[src/rtl/i2c_chunk_master.sv]
module i2c_chunk_master #(
  parameter int BUF_BYTES = 16,
  parameter int DIV = 4
) (
  input  logic                         clk,
  input  logic                         rst_n,
  input  logic                         cmd_we,
  input  logic [7:0]                   cmd_wdata,
  input  logic                         ctl_we,
  input  logic [31:0]                  ctl_wdata,
  output logic [31:0]                  ctl_rdata,
  input  logic                         dat_we,
  input  logic [7:0]                   dat_wdata,
  output logic [7:0]                   dat_rdata,
  input  logic                         buf_we,
  input  logic [$clog2(BUF_BYTES)-3:0] buf_waddr,
  input  logic [31:0]                  buf_wdata,
  input  logic [$clog2(BUF_BYTES)-1:0] buf_raddr,
  output logic [7:0]                   buf_rdata,
  output logic                         busy,
  output logic                         done,
  output logic                         tx_nak,
  output logic                         scl_oe,
  output logic                         sda_oe,
  input  logic                         sda_i
);
  localparam int AW = $clog2(BUF_BYTES);
  localparam int TW = $clog2(DIV + 1);

  typedef enum logic [2:0] {S_IDLE, S_START, S_TX, S_RX, S_STOP, S_DONE} st_t;

  st_t st;
  logic [7:0] mem [BUF_BYTES];
  logic [7:0] cmd_q, rxc_f, rxs_f, txc_f, txleft, rxleft, txidx, shreg, dat_tx, dat_rx;
  logic [5:0] off_f;
  logic [AW-1:0] ptr;
  logic [1:0] ph;
  logic [3:0] bitn;
  logic [TW-1:0] tick;
  logic scl_q, sda_q, nak_q;
  logic unused_bits;

  function automatic st_t pick(input logic s, input logic t, input logic r,
                               input logic p, input logic [2:0] from);
    if (from <= 3'd1 && s) return S_START;
    if (from <= 3'd2 && t) return S_TX;
    if (from <= 3'd3 && r) return S_RX;
    if (from <= 3'd4 && p) return S_STOP;
    return S_DONE;
  endfunction

  wire step = (st == S_START || st == S_TX || st == S_RX || st == S_STOP)
              && tick == TW'(DIV - 1);
  wire [7:0] txbyte = cmd_q[6] ? mem[ptr] : dat_tx;
  wire accept = cmd_we && st == S_IDLE
                && (cmd_wdata[0] | cmd_wdata[1] | cmd_wdata[3] | cmd_wdata[5]);
  wire rx_store = step && st == S_RX && ph == 2'd3 && bitn == 4'd8 && cmd_q[7];

  assign ctl_rdata = {rxc_f, rxs_f, txc_f, 2'b00, off_f};
  assign dat_rdata = dat_rx;
  assign buf_rdata = mem[buf_raddr];
  assign busy = st != S_IDLE;
  assign done = st == S_DONE;
  assign tx_nak = nak_q;
  assign scl_oe = scl_q;
  assign sda_oe = sda_q;
  assign unused_bits = ^{ctl_wdata[31:24], ctl_wdata[7:6]};

  always_ff @(posedge clk) begin
    if (rx_store) mem[ptr] <= shreg;
    else if (buf_we)
      for (int b = 0; b < 4; b++) mem[{buf_waddr, 2'(b)}] <= buf_wdata[8*b +: 8];
  end

  always_ff @(posedge clk or negedge rst_n) begin
    if (!rst_n) begin
      st <= S_IDLE;
      cmd_q <= '0; rxc_f <= '0; rxs_f <= '0; txc_f <= '0; off_f <= '0;
      txleft <= '0; rxleft <= '0; txidx <= '0; shreg <= '0;
      dat_tx <= '0; dat_rx <= '0; ptr <= '0; ph <= '0; bitn <= '0; tick <= '0;
      scl_q <= 1'b0; sda_q <= 1'b0; nak_q <= 1'b0;
    end else if (st == S_IDLE) begin
      if (ctl_we) begin
        rxs_f <= ctl_wdata[23:16];
        txc_f <= ctl_wdata[15:8];
        off_f <= ctl_wdata[5:0];
        ptr   <= ctl_wdata[AW-1:0];
      end
      if (dat_we) dat_tx <= dat_wdata;
      if (accept) begin
        cmd_q  <= cmd_wdata;
        st     <= pick(cmd_wdata[0], cmd_wdata[1], cmd_wdata[3], cmd_wdata[5], 3'd1);
        ph     <= '0;
        bitn   <= '0;
        tick   <= '0;
        nak_q  <= 1'b0;
        txidx  <= '0;
        txleft <= cmd_wdata[6] ? txc_f : 8'd0;
        rxleft <= cmd_wdata[7] ? rxs_f : 8'd0;
        if (cmd_wdata[7]) rxc_f <= '0;
      end
    end else if (st == S_DONE) begin
      st  <= S_IDLE;
      ptr <= off_f[AW-1:0];
    end else begin
      tick <= step ? '0 : tick + 1'b1;
      if (step) begin
        ph <= ph + 1'b1;
        case (st)
          S_START:
            case (ph)
              2'd0: sda_q <= 1'b0;
              2'd1: scl_q <= 1'b0;
              2'd2: sda_q <= 1'b1;
              default: begin
                scl_q <= 1'b1;
                bitn  <= '0;
                st    <= pick(cmd_q[0], cmd_q[1], cmd_q[3], cmd_q[5], 3'd2);
              end
            endcase
          S_TX:
            case (ph)
              2'd0: sda_q <= (bitn < 4'd8) ? ~txbyte[3'(4'd7 - bitn)] : 1'b0;
              2'd1: scl_q <= 1'b0;
              2'd2: ;
              default: begin
                scl_q <= 1'b1;
                if (bitn != 4'd8) bitn <= bitn + 1'b1;
                else begin
                  bitn <= '0;
                  if (cmd_q[6]) ptr <= ptr + 1'b1;
                  if (sda_i) begin
                    nak_q <= 1'b1;
                    if (cmd_q[6]) txc_f <= txidx;
                    st <= pick(cmd_q[0], cmd_q[1], cmd_q[3], cmd_q[5], 3'd4);
                  end else if (txleft == 8'd0)
                    st <= pick(cmd_q[0], cmd_q[1], cmd_q[3], cmd_q[5], 3'd3);
                  else begin
                    txleft <= txleft - 1'b1;
                    txidx  <= txidx + 1'b1;
                  end
                end
              end
            endcase
          S_RX:
            case (ph)
              2'd0: sda_q <= (bitn == 4'd8) ? !(rxleft == 8'd0 && cmd_q[4]) : 1'b0;
              2'd1: scl_q <= 1'b0;
              2'd2: ;
              default: begin
                scl_q <= 1'b1;
                if (bitn != 4'd8) begin
                  shreg <= {shreg[6:0], sda_i};
                  bitn  <= bitn + 1'b1;
                end else begin
                  bitn <= '0;
                  if (!cmd_q[7]) dat_rx <= shreg;
                  else begin
                    rxc_f <= rxc_f + 8'd1;
                    ptr   <= ptr + 1'b1;
                  end
                  if (rxleft == 8'd0)
                    st <= pick(cmd_q[0], cmd_q[1], cmd_q[3], cmd_q[5], 3'd4);
                  else rxleft <= rxleft - 1'b1;
                end
              end
            endcase
          S_STOP:
            case (ph)
              2'd0: sda_q <= 1'b1;
              2'd1: scl_q <= 1'b0;
              2'd2: sda_q <= 1'b0;
              default: st <= S_DONE;
            endcase
          default: ;
        endcase
      end
    end
  end

  AST_ACCEPT_BUSY: assert property (@(posedge clk) disable iff (!rst_n)
    accept |=> busy);
  AST_DONE_PULSE: assert property (@(posedge clk) disable iff (!rst_n)
    done |=> !done);
  AST_NAK_FROM_TX: assert property (@(posedge clk) disable iff (!rst_n)
    $rose(nak_q) |-> $past(st) == S_TX);
  AST_RXCNT_BOUND: assert property (@(posedge clk) disable iff (!rst_n)
    (busy && cmd_q[7]) |-> ({1'b0, rxc_f} <= {1'b0, rxs_f} + 9'd1));
  AST_SDA_STABLE_SCL_HIGH: assert property (@(posedge clk) disable iff (!rst_n)
    ((st == S_TX || st == S_RX) && $past(st) == st && !scl_q && !$past(scl_q))
    |-> $stable(sda_q));
endmodule

[config.mk]
export PLATFORM = sky130hd
export DESIGN_NAME = i2c_chunk_master
export DESIGN_NICKNAME = d
export VERILOG_FILES = /design/src/rtl/i2c_chunk_master.sv
export SDC_FILE = /design/constraint.sdc
export NUM_CORES = 1
export LEC_CHECK = 0
export CAP_MARGIN = 40
export CELL_PAD_IN_SITES_DETAIL_PLACEMENT = 0
export CELL_PAD_IN_SITES_GLOBAL_PLACEMENT = 1
export CORE_MARGIN = 3
export CORE_UTILIZATION = 50
export DETAILED_ROUTE_END_ITERATION = 7
export PLACE_DENSITY_LB_ADDON = 0.1
export SYNTH_ARGS = -nofsm -noshare
export SYNTH_HDL_FRONTEND = slang
export SYNTH_SLANG_ARGS = --single-unit
[constraint.sdc]
create_clock -name clk -period 4.4 [get_ports clk]
set_input_delay 0.88 -clock clk [delete_from_list [all_inputs] [get_ports clk]]
set_output_delay 0.88 -clock clk [all_outputs]
set_load 0.01 [all_outputs]
# --- Yosys cells after proc, flatten, opt, wreduce, memory -nomap -nowiden ---
# Memory sizes are Yosys's and may differ from the RTL's.
# Index checks and enable logic that the tools add are counted.
totals:
  regBits: 105
  latchBits: 0
  ramBits: 128
  romBits: 0
  in_bits: 93
  out_inout_bits: 53
  word_cells: 336
  n_memories: 1
classes:
  addsub: 9
  n_mul: 0
  n_div: 0
  magnitude_cmp: 2
  n_eq_ne: 38
  shifts: 0
  n_mux: 207
  bitwise_logic: 9
  reduce_logical: 51
mem_list:
  columns: ["name", "depth", "width", "read_ports", "rd_ports_with_merged_regs", "write_ports", "line", "text"]
  rows:
  - ["mem", 16, 8, 2, 0, 4, "33", "logic [7:0] mem [BUF_BYTES];"]
op_table:
  columns: ["op", "n"]
  rows:
  - ["8-bit two-way mux", 48]
  - ["3-bit two-way mux", 38]
  - ["1-bit two-way mux", 90]
  - ["4-bit two-way mux", 18]
  - ["8-bit AND reduction", 4]
  - ["7-bit AND reduction", 3]
  - ["4-bit by 3-bit inequality test with 1-bit output (second input constant)", 5]
  - ["4-bit inequality test (second input constant)", 5]
  - ["6-bit AND reduction", 3]
  - ["8-bit by 1-bit adder with 8-bit output (second input constant)", 2]
  - ["8-bit logical NOT", 2]
  - ["4-bit one-hot mux with 2 select lines", 2]
  - ["8-bit by 1-bit subtractor with 8-bit output (second input constant)", 2]
  - ["2-bit inequality test (second input constant)", 7]
  - ["2-bit nonzero test", 7]
  - ["2-bit by 1-bit inequality test with 1-bit output (second input constant)", 6]
  - ["3-bit one-hot mux with 4 select lines", 1]
  - ["11-bit AND reduction", 1]
  - ["3-bit by 2-bit equality test with 1-bit output (second input constant)", 3]
  - ["9-bit AND reduction", 1]
  - ["3-bit nonzero test", 3]
  - ["4-bit by 1-bit adder with 4-bit output (second input constant)", 2]
  - ["1-bit logical AND", 8]
  - ["2-bit two-way mux", 4]
  - ["other kinds (29)", 51]

# --- Depth between registers and ports, before layout ---
logic_depth:
  ltp_word: 29
  mapped_depth: 10
  ltp_nobuf: 8

# --- Worst setup path before layout ---
# OpenSTA, ideal clock, no wires.
synth_path:
  kind: "input to output"
  start: "in buf_raddr[0]"
  end: "out buf_rdata[0]"
  arrival_time_ps: 2698
  t_required_ps: 3520
  setup_slack_ps: 822
  cell_stages: 4
  n_path_buf: 2
  cell_sequence: "clkbuf_1 -> buf_1 -> mux4_2 -> mux4_2"
synth_between:
  elab_chain_cells: 1
synth_lines:
  columns: ["item", "line", "text"]
  rows:
  - ["start, declared", "18", "input logic [$clog2(BUF_BYTES)-1:0] buf_raddr,"]
  - ["memory 16 x 8 bit", null, null]
  - ["end, declared", "19", "output logic [7:0] buf_rdata,"]
# Every way passes these cells.

# --- Final worst setup path ---
layout_path:
  start: "in buf_raddr[0]"
  end: "out buf_rdata[3]"
# Same word-level chain as after synthesis.

==> metrics.txt <==
status finished clean; fraction of registers with async set or reset after synthesis approximately 45%; largest net degree at the start of global routing between 40 and 50; HP Class primary input to async pin; worst slew pin tran 0.8483 ns; RSZ-0062 raised after global routing no; wire per inst roughly 24 microns; TritonCTS buffer count 27; core box area about 25000 sq um; hold_ws ~0.34 ns; Via Count roughly 9500; global route overflow 0; reg-to-reg slack, setup approximately 1.1 ns; Final Worst Setup Slack between 0.4 and 0.5 ns; maximum vdd drop roughly 0.00035 V; Longest Clk Path Bufs 3; area delta synth->final 20.12%; Seq/Total Area, Yosys 49.32%; Most flops, register mem; Site Rows 58; Leakage Power 6.400 nW; die height 167.4 microns; worst reg2reg path endpoint mem[11][0]; Post-DP HPWL 25220 microns; min Tclk post-route between 3 and 4 ns; postcts setup bufs 0; count of different cell masters after synthesis 76; Initial DRT Pass Iterations 6; Iteration-0 DRC Markers between 800 and 900; worst stage delay on the critical path 0.53 ns; Syn Inst Count ~1100; WP data required 3.52 ns; Post-synth EDFFs 128; largest area contributor in the netlist edfxtp_1; CTS H-tree depth 1; Setup WS pre-CTS around 0.5 ns; share of layout cells above drive strength 1 around 21%; CP most frequent cell mux4_2; synth top area cells edfxtp_1 30%, dfrtp_1 20%, mux4_2 12%; clk slew on worst S/H paths ~0.060 ns; die width ~170 microns; I/O pin count ~150; Final ANT Viol Nets 0; # fillers between 2000 and 2500; final RePlAce weighted congestion ~0.85; starting density of the core ~51%; Power Density approximately 530 nW/um^2; first-pass GRT wire length around 56000 microns; fin nets 1300; DRT Wirelength 36750 microns; final sum of negative setup slack 0 ns; Slew Limit Fails 0; Clock Latency Late Sink between 0.5 and 0.6 ns; cts hold-fix bufs 0; Sequential Area between 6000 and 7000 sq um; initial antenna violation count 0; reg-to-reg startpoint bitn[2]; CP Max Fanout 12; post-route cell area between 15000 and 20000 sq um; Buffers on Ports about 130; WP data arrival just over 3 ns; Post-synth top cells 128 x edfxtp_1, 105 x mux2_2, 103 x dfrtp_1, 102 x o21ai_0, 83 x nand2_1; CTS tree yes; R2R cell count 8; final hold vios 0; most frequent cell after synthesis edfxtp_1; #FFs+latches synth 231; Post-CTS Resized 0; slowest stage cell on the critical path mux4_2; vias in the first global route 9650; top cell type's share of synthesized area 29.52%; CP Capture Type primary output; max FFs per register 128; diode count 0; Vias/cell roughly 6; Setup Crit Path Kind primary input to primary output; final setup violation count 0; placed inst area between 10000 and 15000 sq um; Multi-input gate area between 6000 and 7000 sq um; FMAX 0.2557 GHz; relative slew slack a little over two fifths; mean cell area of the mapped netlist 12.00 sq um; Top FF cell, synth edfxtp_1; drt drc 0; crit-path cells buf_2 > buf_12 > mux4_2 > mux4_2 > clkdlybuf4s50_1; clk sinks approximately 230; startpoint types primary input; die area between 20000 and 30000 sq um; Total Routing Usage GR roughly 26%; synth warn 0; Worst Skew ~0.02 ns; max cap viols 0; Period Utilization, post-route 88.89%; overall power 8.334 mW; area of the mapped netlist roughly 13000 sq um; Root Driver clkbuf_16
==> where the power goes <==
part           total, mW  internal (mW)  switching [mW]
registers           3.04           2.64           0.399
logic               2.85           1.30            1.54
clock network       2.45           1.51           0.937
==> layer usage <==
layer / GRT usage [%] / part of all wire (%)
met4: 6.973 / 2.8
met2: 41.23 / 47
met1: 37.60 / 44
met5: 0 / 0
met3: 3.612 / 6.9
==> worst max-delay path by stage <==
stage	startpoint	to	slack, ns	cells after the start
global placement	buf_raddr[0]	buf_rdata[3]	0.51	5
global route	buf_raddr[0]	buf_rdata[3]	0.39	5
finish	buf_raddr[0]	buf_rdata[3]	0.49	5
CTS	buf_raddr[0]	buf_rdata[3]	0.47	5
detailed placement	buf_raddr[0]	buf_rdata[3]	0.49	5
floorplan	buf_raddr[0]	buf_rdata[0]	0.82	4
==> through the flow <==
| step | util [%] | std cells |
|---|---|---|
| after detailed placement | 57.78 | 1492 |
| final | 61.58 | 1542 |
| after CTS | 61.58 | 1542 |
| after global placement | 57.72 | 1491 |
| after floorplan | - | 1086 |
| after global routing | 61.58 | 1542 |
==> logic make-up after synthesis <==
family	count (synthesis)	synth area share (%)
XOR/XNOR	8	0.5382
multiplexers	191	22.13
other	1	0.02880
buffers and inverters	136	4.267
flip-flops	231	49.32
AO/OA/AOI/OAI	258	12.83
AND/OR/NAND/NOR	243	9.273
adder cells (fa/ha/maj)	17	1.614
==> worst max-delay path: cells and delay by family <==
family                 cells  cell delay (ns)
buffers and inverters      3             1.10
muxes                      2             1.04
==> cell usage in the layout (no fill, tap or decap), drive strengths merged, types with 6 or more instances in the layout <==
cell,n
a211oi,7
a21o,45
a21oi,21
a31oi,31
and3,14
buf,30
bufinv,6
clkbuf,33
clkdlybuf4s50,130
clkinv,9
dfrtp,103
edfxtp,128
ha,16
inv,53
mux2,105
mux2i,19
mux4,67
nand2,84
nand2b,11
nand3,10
nor2,56
nor2b,20
nor3,17
o2111ai,6
o21ai,102
o31ai,6
xor2,7
==> area by class of cell <==
class	instances	share of cell area [%]
Timing Repair Buffer	160	10.11
Clock inverter	17	1.568
Tap cell	330	2.640
Multi-Input combinational cell	719	38.78
Clock buffer	33	4.592
Inverter	52	1.248
Sequential cell	231	41.06
Power figures use the tool's default switching activity.
